**src/rtl/htmr_pkg.sv**
```systemverilog
package htmr_pkg;

   localparam int unsigned REG_W  = 64;
   localparam int unsigned HALF_W = REG_W / 2;

   typedef enum logic {
      ACC_WORD  = 1'b0,
      ACC_DWORD = 1'b1
   } acc_size_e;

   typedef struct packed {
      logic legal;
      logic dword;
      logic upper;
   } acc_t;

   // Merge write data into a 64-bit register according to access shape.
   function automatic logic [REG_W-1:0] merge_write(
      input logic [REG_W-1:0] old_val,
      input logic [REG_W-1:0] wdata,
      input acc_t             acc
   );
      logic [REG_W-1:0] res;
      if (acc.dword)
         res = wdata;
      else if (acc.upper)
         res = {wdata[HALF_W-1:0], old_val[HALF_W-1:0]};
      else
         res = {old_val[REG_W-1:HALF_W], wdata[HALF_W-1:0]};
      return res;
   endfunction

   // Shape a 64-bit register into the bus read view.
   function automatic logic [REG_W-1:0] read_view(
      input logic [REG_W-1:0] val,
      input acc_t             acc
   );
      logic [REG_W-1:0] res;
      if (acc.dword)
         res = val;
      else if (acc.upper)
         res = {{HALF_W{1'b0}}, val[REG_W-1:HALF_W]};
      else
         res = {{HALF_W{1'b0}}, val[HALF_W-1:0]};
      return res;
   endfunction

endpackage

```
**src/rtl/htmr_decode.sv**
```systemverilog
module htmr_decode
   import htmr_pkg::*;
#(
   parameter int unsigned ADDR_W    = 16,
   parameter int unsigned NUM_HARTS = 2,
   parameter int unsigned CMP_SLOTS = 8,
   parameter logic [ADDR_W-1:0] CMP_BASE  = '0,
   parameter logic [ADDR_W-1:0] TIME_BASE = {ADDR_W{1'b1}} << 3
) (
   input  logic [ADDR_W-1:0]    addr,
   input  logic                 size,
   output acc_t                 acc,
   output logic                 time_hit,
   output logic [NUM_HARTS-1:0] cmp_sel
);

   localparam int unsigned SLOT_W = ADDR_W - 3;
   localparam logic [SLOT_W-1:0] CMP_SLOT0  = CMP_BASE[ADDR_W-1:3];
   localparam logic [SLOT_W-1:0] TIME_SLOT  = TIME_BASE[ADDR_W-1:3];
   localparam logic [SLOT_W:0]   SLOT_LIMIT = (SLOT_W+1)'(CMP_SLOTS);

   // Elaboration-time parameter checks
   if (ADDR_W < 4 || ADDR_W > 30) begin : g_bad_addr_w
      $error("htmr_decode: ADDR_W out of range");
   end
   if (NUM_HARTS < 1) begin : g_bad_harts
      $error("htmr_decode: NUM_HARTS must be at least 1");
   end
   if (CMP_SLOTS < NUM_HARTS) begin : g_bad_slots
      $error("htmr_decode: CMP_SLOTS smaller than NUM_HARTS");
   end
   if (CMP_BASE[2:0] != 3'b000 || TIME_BASE[2:0] != 3'b000) begin : g_bad_align
      $error("htmr_decode: bases must be 8-byte aligned");
   end
   if ((CMP_SLOTS + int'(CMP_SLOT0)) > (1 << SLOT_W)) begin : g_bad_span
      $error("htmr_decode: compare window exceeds address space");
   end
   if (TIME_SLOT >= CMP_SLOT0 &&
       int'(TIME_SLOT) < int'(CMP_SLOT0) + CMP_SLOTS) begin : g_bad_overlap
      $error("htmr_decode: time register overlaps compare window");
   end

   logic [SLOT_W-1:0] slot_addr;
   logic [SLOT_W-1:0] slot_off;
   logic              in_window;

   assign slot_addr = addr[ADDR_W-1:3];
   assign slot_off  = slot_addr - CMP_SLOT0;
   assign in_window = (slot_addr >= CMP_SLOT0) && ({1'b0, slot_off} < SLOT_LIMIT);

   assign acc.upper = addr[2];
   assign acc.dword = (size == ACC_DWORD);
   assign acc.legal = (addr[1:0] == 2'b00) && !(size == ACC_DWORD && addr[2]);

   assign time_hit = (slot_addr == TIME_SLOT);

   for (genvar h = 0; h < NUM_HARTS; h++) begin : g_sel
      assign cmp_sel[h] = in_window && (slot_off == SLOT_W'(h));
   end

endmodule

```
**src/rtl/htmr_time_ctr.sv**
```systemverilog
module htmr_time_ctr
   import htmr_pkg::*;
(
   input  logic             clk,
   input  logic             rst_n,
   input  logic             tick_en,
   input  logic             wr_en,
   input  acc_t             acc,
   input  logic [REG_W-1:0] wdata,
   output logic [REG_W-1:0] time_q
);

   logic do_write;
   assign do_write = wr_en && acc.legal;

   always_ff @(posedge clk) begin
      if (!rst_n)
         time_q <= '0;
      else if (do_write)
         time_q <= merge_write(time_q, wdata, acc);
      else if (tick_en)
         time_q <= time_q + REG_W'(1);
   end

endmodule

```
**src/rtl/htmr_cmp_slot.sv**
```systemverilog
module htmr_cmp_slot
   import htmr_pkg::*;
#(
   parameter logic [REG_W-1:0] CMP_RESET      = '1,
   parameter bit               IRQ_REGISTERED = 1'b1
) (
   input  logic             clk,
   input  logic             rst_n,
   input  logic             wr_en,
   input  acc_t             acc,
   input  logic [REG_W-1:0] wdata,
   input  logic [REG_W-1:0] time_val,
   output logic [REG_W-1:0] cmp_q,
   output logic             irq
);

   logic do_write;
   logic expired;

   assign do_write = wr_en && acc.legal;
   assign expired  = (cmp_q <= time_val);

   always_ff @(posedge clk) begin
      if (!rst_n)
         cmp_q <= CMP_RESET;
      else if (do_write)
         cmp_q <= merge_write(cmp_q, wdata, acc);
   end

   if (IRQ_REGISTERED) begin : g_irq_reg
      logic irq_q;
      always_ff @(posedge clk) begin
         if (!rst_n)
            irq_q <= 1'b0;
         else
            irq_q <= expired;
      end
      assign irq = irq_q;
   end else begin : g_irq_comb
      assign irq = expired && rst_n;
   end

endmodule

```
**src/rtl/hart_timer_unit.sv**
```systemverilog
module hart_timer_unit
   import htmr_pkg::*;
#(
   parameter int unsigned ADDR_W         = 16,
   parameter int unsigned NUM_HARTS      = 2,
   parameter int unsigned CMP_SLOTS      = 8,
   parameter logic [ADDR_W-1:0] CMP_BASE  = '0,
   parameter logic [ADDR_W-1:0] TIME_BASE = {ADDR_W{1'b1}} << 3,
   parameter bit          IRQ_REGISTERED = 1'b1
) (
   input  logic                 clk,
   input  logic                 rst_n,
   input  logic                 tick_en,
   input  logic                 bus_valid,
   input  logic                 bus_write,
   input  logic [ADDR_W-1:0]    bus_addr,
   input  logic                 bus_size,
   input  logic [REG_W-1:0]     bus_wdata,
   output logic [REG_W-1:0]     bus_rdata,
   output logic [NUM_HARTS-1:0] timer_irq
);

   localparam int unsigned FLAT_W = NUM_HARTS * REG_W;

   acc_t                 acc;
   logic                 time_hit;
   logic [NUM_HARTS-1:0] cmp_sel;
   logic                 wr_req;
   logic                 rd_req;
   logic [REG_W-1:0]     time_q;
   logic [FLAT_W-1:0]    cmp_flat;
   logic [REG_W-1:0]     rd_next;
   logic [REG_W-1:0]     rdata_q;

   assign wr_req = bus_valid && bus_write;
   assign rd_req = bus_valid && !bus_write;

   htmr_decode #(
      .ADDR_W    (ADDR_W),
      .NUM_HARTS (NUM_HARTS),
      .CMP_SLOTS (CMP_SLOTS),
      .CMP_BASE  (CMP_BASE),
      .TIME_BASE (TIME_BASE)
   ) u_decode (
      .addr     (bus_addr),
      .size     (bus_size),
      .acc      (acc),
      .time_hit (time_hit),
      .cmp_sel  (cmp_sel)
   );

   htmr_time_ctr u_time (
      .clk     (clk),
      .rst_n   (rst_n),
      .tick_en (tick_en),
      .wr_en   (wr_req && time_hit),
      .acc     (acc),
      .wdata   (bus_wdata),
      .time_q  (time_q)
   );

   for (genvar h = 0; h < NUM_HARTS; h++) begin : g_hart
      htmr_cmp_slot #(
         .CMP_RESET      ({REG_W{1'b1}}),
         .IRQ_REGISTERED (IRQ_REGISTERED)
      ) u_slot (
         .clk      (clk),
         .rst_n    (rst_n),
         .wr_en    (wr_req && cmp_sel[h]),
         .acc      (acc),
         .wdata    (bus_wdata),
         .time_val (time_q),
         .cmp_q    (cmp_flat[h*REG_W +: REG_W]),
         .irq      (timer_irq[h])
      );
   end

   // Read mux: selects are one-hot or empty, so an OR reduction suffices.
   always_comb begin
      rd_next = '0;
      if (acc.legal) begin
         if (time_hit)
            rd_next = read_view(time_q, acc);
         for (int h = 0; h < NUM_HARTS; h++) begin
            if (cmp_sel[h])
               rd_next = rd_next | read_view(cmp_flat[h*REG_W +: REG_W], acc);
         end
      end
   end

   always_ff @(posedge clk) begin
      if (!rst_n)
         rdata_q <= '0;
      else if (rd_req)
         rdata_q <= rd_next;
   end

   assign bus_rdata = rdata_q;

endmodule

```
**config.mk**
```make
export PLATFORM = sky130hd
export DESIGN_NAME = hart_timer_unit
export DESIGN_NICKNAME = d
export VERILOG_FILES = /design/src/rtl/htmr_pkg.sv /design/src/rtl/htmr_decode.sv /design/src/rtl/htmr_time_ctr.sv /design/src/rtl/htmr_cmp_slot.sv /design/src/rtl/hart_timer_unit.sv
export SDC_FILE = /design/constraint.sdc
export NUM_CORES = 1
export LEC_CHECK = 0
export ABC_AREA = 1
export BUFFER_PORTS_ARGS = -buffer_cell sky130_fd_sc_hd__buf_2
export CAP_MARGIN = 0
export CORE_MARGIN = 2
export CORE_UTILIZATION = 25
export DETAILED_ROUTE_END_ITERATION = 16
export PLACE_DENSITY_LB_ADDON = 0.2
export REMOVE_ABC_BUFFERS = 1
export SKIP_CTS_REPAIR_TIMING = 1
export SYNTH_ARGS = -nofsm -noshare
export SYNTH_HDL_FRONTEND = slang
export SYNTH_SLANG_ARGS = --single-unit
```
**constraint.sdc**
```tcl
create_clock -name clk -period 2.5 [get_ports clk]
set_clock_uncertainty 0.2 [all_clocks]
set_input_delay 0.75 -clock clk [delete_from_list [all_inputs] [get_ports clk]]
set_output_delay 0.75 -clock clk [all_outputs]
set_load 0.005 [all_outputs]
```
==> flow_summary.toml, run 1 <==
[sta]
drv_slew = 0
setup_ws_ns = 0.05123
slew_headroom_pct = 61.84
rsz0062_at_grt = "yes"
max_clock_freq_mhz = 408.4
period_minus_slack_ns = 2.449
fin_crit_sh_pct = 97.95
worstMarginPinSlew_ns = 0.5724
finalSetupViolCount = 0
timing_hold_violations_final = 0

[logic_synthesis]
ys_warn_count = 0
synthFlopType = "dfxtp_1"
postSynthAreaPerCell_um2 = 6.648
synth_area_mm2 = 0.01691
synth_cell_type_count = 38
postSynthCellCount = 2544
ys_ff_latch = 258
synth_edf_count = 0
ys_seq_area_share_pct = 30.54
synthArstFlopShare_pct = 0

[detailed_routing]
drc = 0
via_per_inst = 5.165
first_pass_iters = 6
ant_nets = 0
totalWireLength_um = 84000
vias = 19348
initialDrtViolationCount = 1566
post_drt_wl_per_cell_um = 22.42

[floorplan]
pin_count = 152
die-area_mm2 = 0.06975
initial_utilization_pct = 25.23
chipHeight_um = 264.1
rows = 95
core_mm2 = 0.06704
die_w_um = 264.1

[placement]
io_buffer_count = 151
place_congestion = 0.9750
dp_hpwl_um = 65200
place_ws_ns = -0.1471
dpl_cell_area_mm2 = 0.02063

[critical_path]
cp-end-kind = "register"
critPathLaunchType = "register"
required_ns = 2.78
critical_path.most_common_cell = "a21oi_1"
path_class = "register to register"
worstPathCellList = "inv_1, ha_1, a21oi_1, o21ai_0, a21oi_1, nand2_1, a21oi_1, nand2_1, a21oi_1, buf_4"
crit_path_start = "u_time.time_q[57]"
slowest_delay_ns = 0.39
cp_max_fo = 3
worstPathArrival_ns = 2.73
slowest_stage = "dfxtp_1"
rr_startpoint = "u_time.time_q[57]"

[job]
maxCapViolCount = 0

[finish]
fillers = 7458
diodes = 0
final_nets = 3063
final_layout_size_suffix_gt1_share_pct = 18.34
final_cell_area_mm2 = 0.02180
regArea_mm2 = 0.005172
area_delta_synth_final_pct = 28.89
multiInputGateArea_mm2 = 0.01047

[global_route]
gr-total-overflow = 0
grtUsageTotal_pct = 23.64
antenna_found_initial = 1
grt_pass1_wl_um = 124000
grt_max_degree = 74
grt_pass1_vias = 18833

[cts]
cts.sinks = 258
clk_pin_slew_worst_paths_ns = 0.07
clk_path_buf_depth = 3
cts_root_buf = "clkbuf_16"
cts_tree = "done"
h-tree-depth = 2
cts_buffers = 35
clkLatencyLatePin_ns = 0.57

[outcome]
run_status = "finished clean"

[power_and_ir_drop]
powerDensity_mw_per_mm2 = 481.2
peakVddDrop_mv = 0.4599
p_leak_nw = 9.406

[worst_hold_path]
hp-start = "bus_rdata[42]"
holdCritPathClass = "register to register"
report_power, final:
| part | total (mW) | internal (mW) | switching, mW |
|---|---|---|---|
| Combinational | 1.19 | 0.427 | 0.760 |
| Sequential | 4.20 | 4.16 | 0.0474 |
| Clock | 5.10 | 3.01 | 2.09 |
| Total | 10.5 | 7.60 | 2.89 |
per-layer routing:
metal  global-route usage (%)  vias to the layer above  wire length (um)
met4                    8.799                        0              3224
met1                    31.16                     9208             37070
li1                         -                     9357                 -
met5                        0                        -                 0
met3                    2.386                      137              4265
met2                    39.82                      646             39440
logic make-up (layout without fill, tap and decap cells):
| logic type | count (synthesis) | in the layout | synth area share (%) |
|---|---|---|---|
| xor+xnor | 19 | 19 | 0.9839 |
| flops | 258 | 258 | 30.54 |
| simple gates | 1260 | 1260 | 32.68 |
| compound gates | 545 | 545 | 18.29 |
| fa+ha+maj | 129 | 129 | 9.543 |
| buf+inv | 333 | 662 | 7.967 |
synthesized netlist by cell type (4+ instances only):
| cell | n | area (um^2) |
|---|---|---|
| nand3b_1 | 4 | 30.03 |
| nand4_1 | 105 | 656.9 |
| inv_2 | 9 | 33.78 |
| nor4_1 | 5 | 31.28 |
| nand2_1 | 673 | 2526 |
| nor2_2 | 7 | 43.79 |
| o211ai_1 | 94 | 705.7 |
| buf_1 | 8 | 30.03 |
| a22oi_1 | 32 | 240.2 |
| a21o_1 | 4 | 30.03 |
| nand3_1 | 266 | 1331 |
| o21ai_0 | 135 | 675.7 |
| o21ai_1 | 23 | 115.1 |
| buf_2 | 33 | 165.2 |
| nand2_2 | 6 | 37.54 |
| xor2_1 | 19 | 166.4 |
| a21oi_1 | 236 | 1181 |
| clkbuf_1 | 94 | 352.8 |
| nor2_1 | 149 | 559.3 |
| nor3_2 | 8 | 80.08 |
| buf_4 | 9 | 67.56 |
| clkbuf_2 | 6 | 30.03 |
| inv_1 | 171 | 641.9 |
| a31oi_1 | 10 | 62.56 |
| o21a_1 | 10 | 75.07 |
| ha_1 | 129 | 1614 |
| nor3_1 | 28 | 140.1 |
| dfxtp_1 | 258 | 5165 |
state kept, by name, indices dropped and copies added (netlist names):
signal	cells
g_hart.u_slot.cmp_q	128
bus_rdata	64
g_hart.u_slot.irq	2
u_time.time_q	64
metrics by stage:
| stage | power, mW | utilization [%] | setup TNS, ns | hold slack (ns) | std cells |
|---|---|---|---|---|---|
| finish | 10.49 | 32.52 | 0 | 0.2622 | 3746 |
| global route | 10.87 | 32.52 | -0.02247 | 0.2824 | 3746 |
| CTS | 10.59 | 32.47 | -0.1757 | 0.2666 | 3746 |
| detailed placement | 5.469 | 30.78 | -8.313 | 0.2576 | 3684 |
| global placement | 5.461 | 30.78 | -7.210 | 0.2520 | 3684 |
| floorplan | 4.769 | - | -446.38 | 0.2549 | 2392 |
path summary, 6_finish.rpt:
kind                                             end  slack, ns  depth (start not counted)
worst max register to register  g_hart[0].u_slot.irq       0.05                         10
worst min register to register         bus_rdata[42]       0.26                          2
worst min-delay path                   bus_rdata[42]       0.26                          2
worst max-delay path            g_hart[0].u_slot.irq       0.05                         10
critical path, delay by kind of cell, from the launching register on:
family | cells | cell delay [ns]
adder cells (fa/ha/maj) | 1 | 0.30
AND/OR/NAND/NOR | 2 | 0.32
flip-flops | 1 | 0.39
buffers and inverters | 2 | 0.24
AO/OA/AOI/OAI | 5 | 0.90
cell type report:
| class | instances | share of cell area, % |
|---|---|---|
| multi-input combinational | 1953 | 48.05 |
| sequential | 258 | 23.73 |
| timing repair buffer | 419 | 14.89 |
| tap | 873 | 5.011 |
| clock buffer | 52 | 4.827 |
| inverter | 181 | 3.128 |
| clock inverter | 10 | 0.3731 |
placed cells by master (no fill, tap or decap), drive strengths merged, types with 52 or more instances in the layout:
| cell type | Yosys | final |
|---|---|---|
| nand4 | 106 | 106 |
| ha | 129 | 129 |
| o211ai | 94 | 94 |
| inv | 180 | 181 |
| nand3 | 268 | 268 |
| o21ai | 158 | 158 |
| nor2 | 158 | 158 |
| nand2 | 679 | 679 |
| dfxtp | 258 | 258 |
| clkbuf | 100 | 52 |
| buf | 52 | 419 |
| a21oi | 236 | 236 |
No activity file was read; power rests on OpenSTA's default activity.
==> inputs of run 2 (changes only) <==
--- a/config.mk
+++ b/config.mk
@@ -13,6 +13,7 @@
 export DETAILED_ROUTE_END_ITERATION = 16
 export PLACE_DENSITY_LB_ADDON = 0.2
 export REMOVE_ABC_BUFFERS = 1
+export SETUP_SLACK_MARGIN = 0.3
 export SKIP_CTS_REPAIR_TIMING = 1
 export SYNTH_ARGS = -nofsm -noshare
 export SYNTH_HDL_FRONTEND = slang
==> flow_summary.toml, run 2 (synthesized netlist as in run 1, its figures left out) <==
[sta]
fin_crit_sh_pct = 89.34
period_minus_slack_ns = 2.233
timing_hold_violations_final = 0
slew_headroom_pct = 61.39
drv_slew = 0
max_clock_freq_mhz = 447.7
rsz0062_at_grt = "yes"
worstMarginPinSlew_ns = 0.5792
finalSetupViolCount = 0
setup_ws_ns = 0.2666
hold_ws_ns = 0.2622
tns_ns = 0

[cts]
cts_tree = "done"
clk_path_buf_depth = 3
h-tree-depth = 2
cts_buffers = 35
cts_root_buf = "clkbuf_16"
clk_pin_slew_worst_paths_ns = 0.07
clkLatencyLatePin_ns = 0.57
cts.sinks = 258

[placement]
io_buffer_count = 151
dpl_cell_area_mm2 = 0.02063
place_congestion = 0.9750
dp_hpwl_um = 65200
place_ws_ns = -0.1471

[detailed_routing]
via_per_inst = 5.201
vias = 19526
initialDrtViolationCount = 1562
ant_nets = 0
totalWireLength_um = 84600
first_pass_iters = 5
drc = 0
post_drt_wl_per_cell_um = 22.54

[worst_hold_path]
holdCritPathClass = "register to register"

[critical_path]
worstPathCellList = "inv_4, ha_4, nand4_1, nor3_2, buf_4, nand3_2, buf_6, nor2_4, nand4_1, a21oi_2, buf_4"
critPathLaunchType = "register"
slowest_stage = "dfxtp_4"
required_ns = 2.79
cp_max_fo = 3
slowest_delay_ns = 0.38
cp-end-kind = "register"
path_class = "register to register"
worstPathArrival_ns = 2.53
path_buf_inv = 4
crit_family = "simple AND/OR/NAND/NOR gates"

[floorplan]
initial_utilization_pct = 25.23
core_mm2 = 0.06704
rows = 95
die-area_mm2 = 0.06975
chipHeight_um = 264.1
pin_count = 152
die_w_um = 264.1

[finish]
diodes = 0
final_cell_area_mm2 = 0.02268
final_common_cell = "nand2_1"
final_nets = 3071
final_cell_mix = "645 x nand2_1, 260 x nand3_1, 232 x buf_4"
final_layout_size_suffix_gt1_share_pct = 24.64
largest_reg_flops = 128
top_register = "g_hart.u_slot.cmp_q"
area_delta_synth_final_pct = 34.11

[job]
maxCapViolCount = 0

[global_route]
antenna_found_initial = 1
grt_pass1_wl_um = 124000
grt_max_degree = 74
gr-total-overflow = 0
grtUsageTotal_pct = 23.64
grt_pass1_vias = 18833

[power_and_ir_drop]
p_leak_nw = 9.605
peakVddDrop_mv = 0.4615
fin_total_pwr_mw = 10.54
powerDensity_mw_per_mm2 = 464.7

[outcome]
run_status = "finished clean"
[run 2: cell count changes in the layout (fill, tap and decap cells not counted), moves of 17 or more]
cell,before,now
inv_2,10,28
ha_4,0,24
dfxtp_1,252,217
nor2_1,146,110
nand2_2,6,30
ha_1,129,104
inv_1,170,147
nor2_4,4,21
nand2_1,672,645
dfxtp_2,6,33
nor2_2,7,26
[run 2: final cells by class]
class                   count  area [um^2]
fillers                  7382        44360
multi-input cells        1953        11180
flip-flops and latches    258         5236
repair buffers            427         3349
well taps                 873         1092
clock buffers              52         1052
inverters                 181        694.4
clock inverters            10        81.33
[run 2: final timing paths]
check	from	to	slack (ns)	depth (start not counted)
max	u_time.time_q[57]	g_hart[1].u_slot.irq	0.27	11
min	bus_rdata[42]	bus_rdata[42]	0.26	2
max reg2reg	u_time.time_q[57]	g_hart[1].u_slot.irq	0.27	11
min reg2reg	bus_rdata[42]	bus_rdata[42]	0.26	2
[run 2: through the flow]
stage / std cells / util (%)
floorplan: 2392 / -
global placement: 3684 / 30.78
detailed placement: 3684 / 30.78
CTS: 3746 / 32.47
global route: 3754 / 33.84
finish: 3754 / 33.84
[run 2: where the power goes]
| part | internal [mW] | switching, mW |
|---|---|---|
| combinational | 0.456 | 0.786 |
| clock | 3.01 | 2.08 |
| sequential | 4.15 | 0.0483 |
| total | 7.62 | 2.92 |
[run 2: worst min-delay path, stage by stage (launching register included)]
cell and delay [ns]:
dfxtp_1 0.30, nand2_1 0.06, a21oi_1 0.06
[run 2: routing by layer]
metal  vias up  part of all wire [%]  GRT usage, %
met5         -                     0             0
met4         0                   3.9         8.799
met3       138                   5.1         2.386
met2       688                    47         39.82
met1      9314                    44         31.16
li1       9386                     -             -
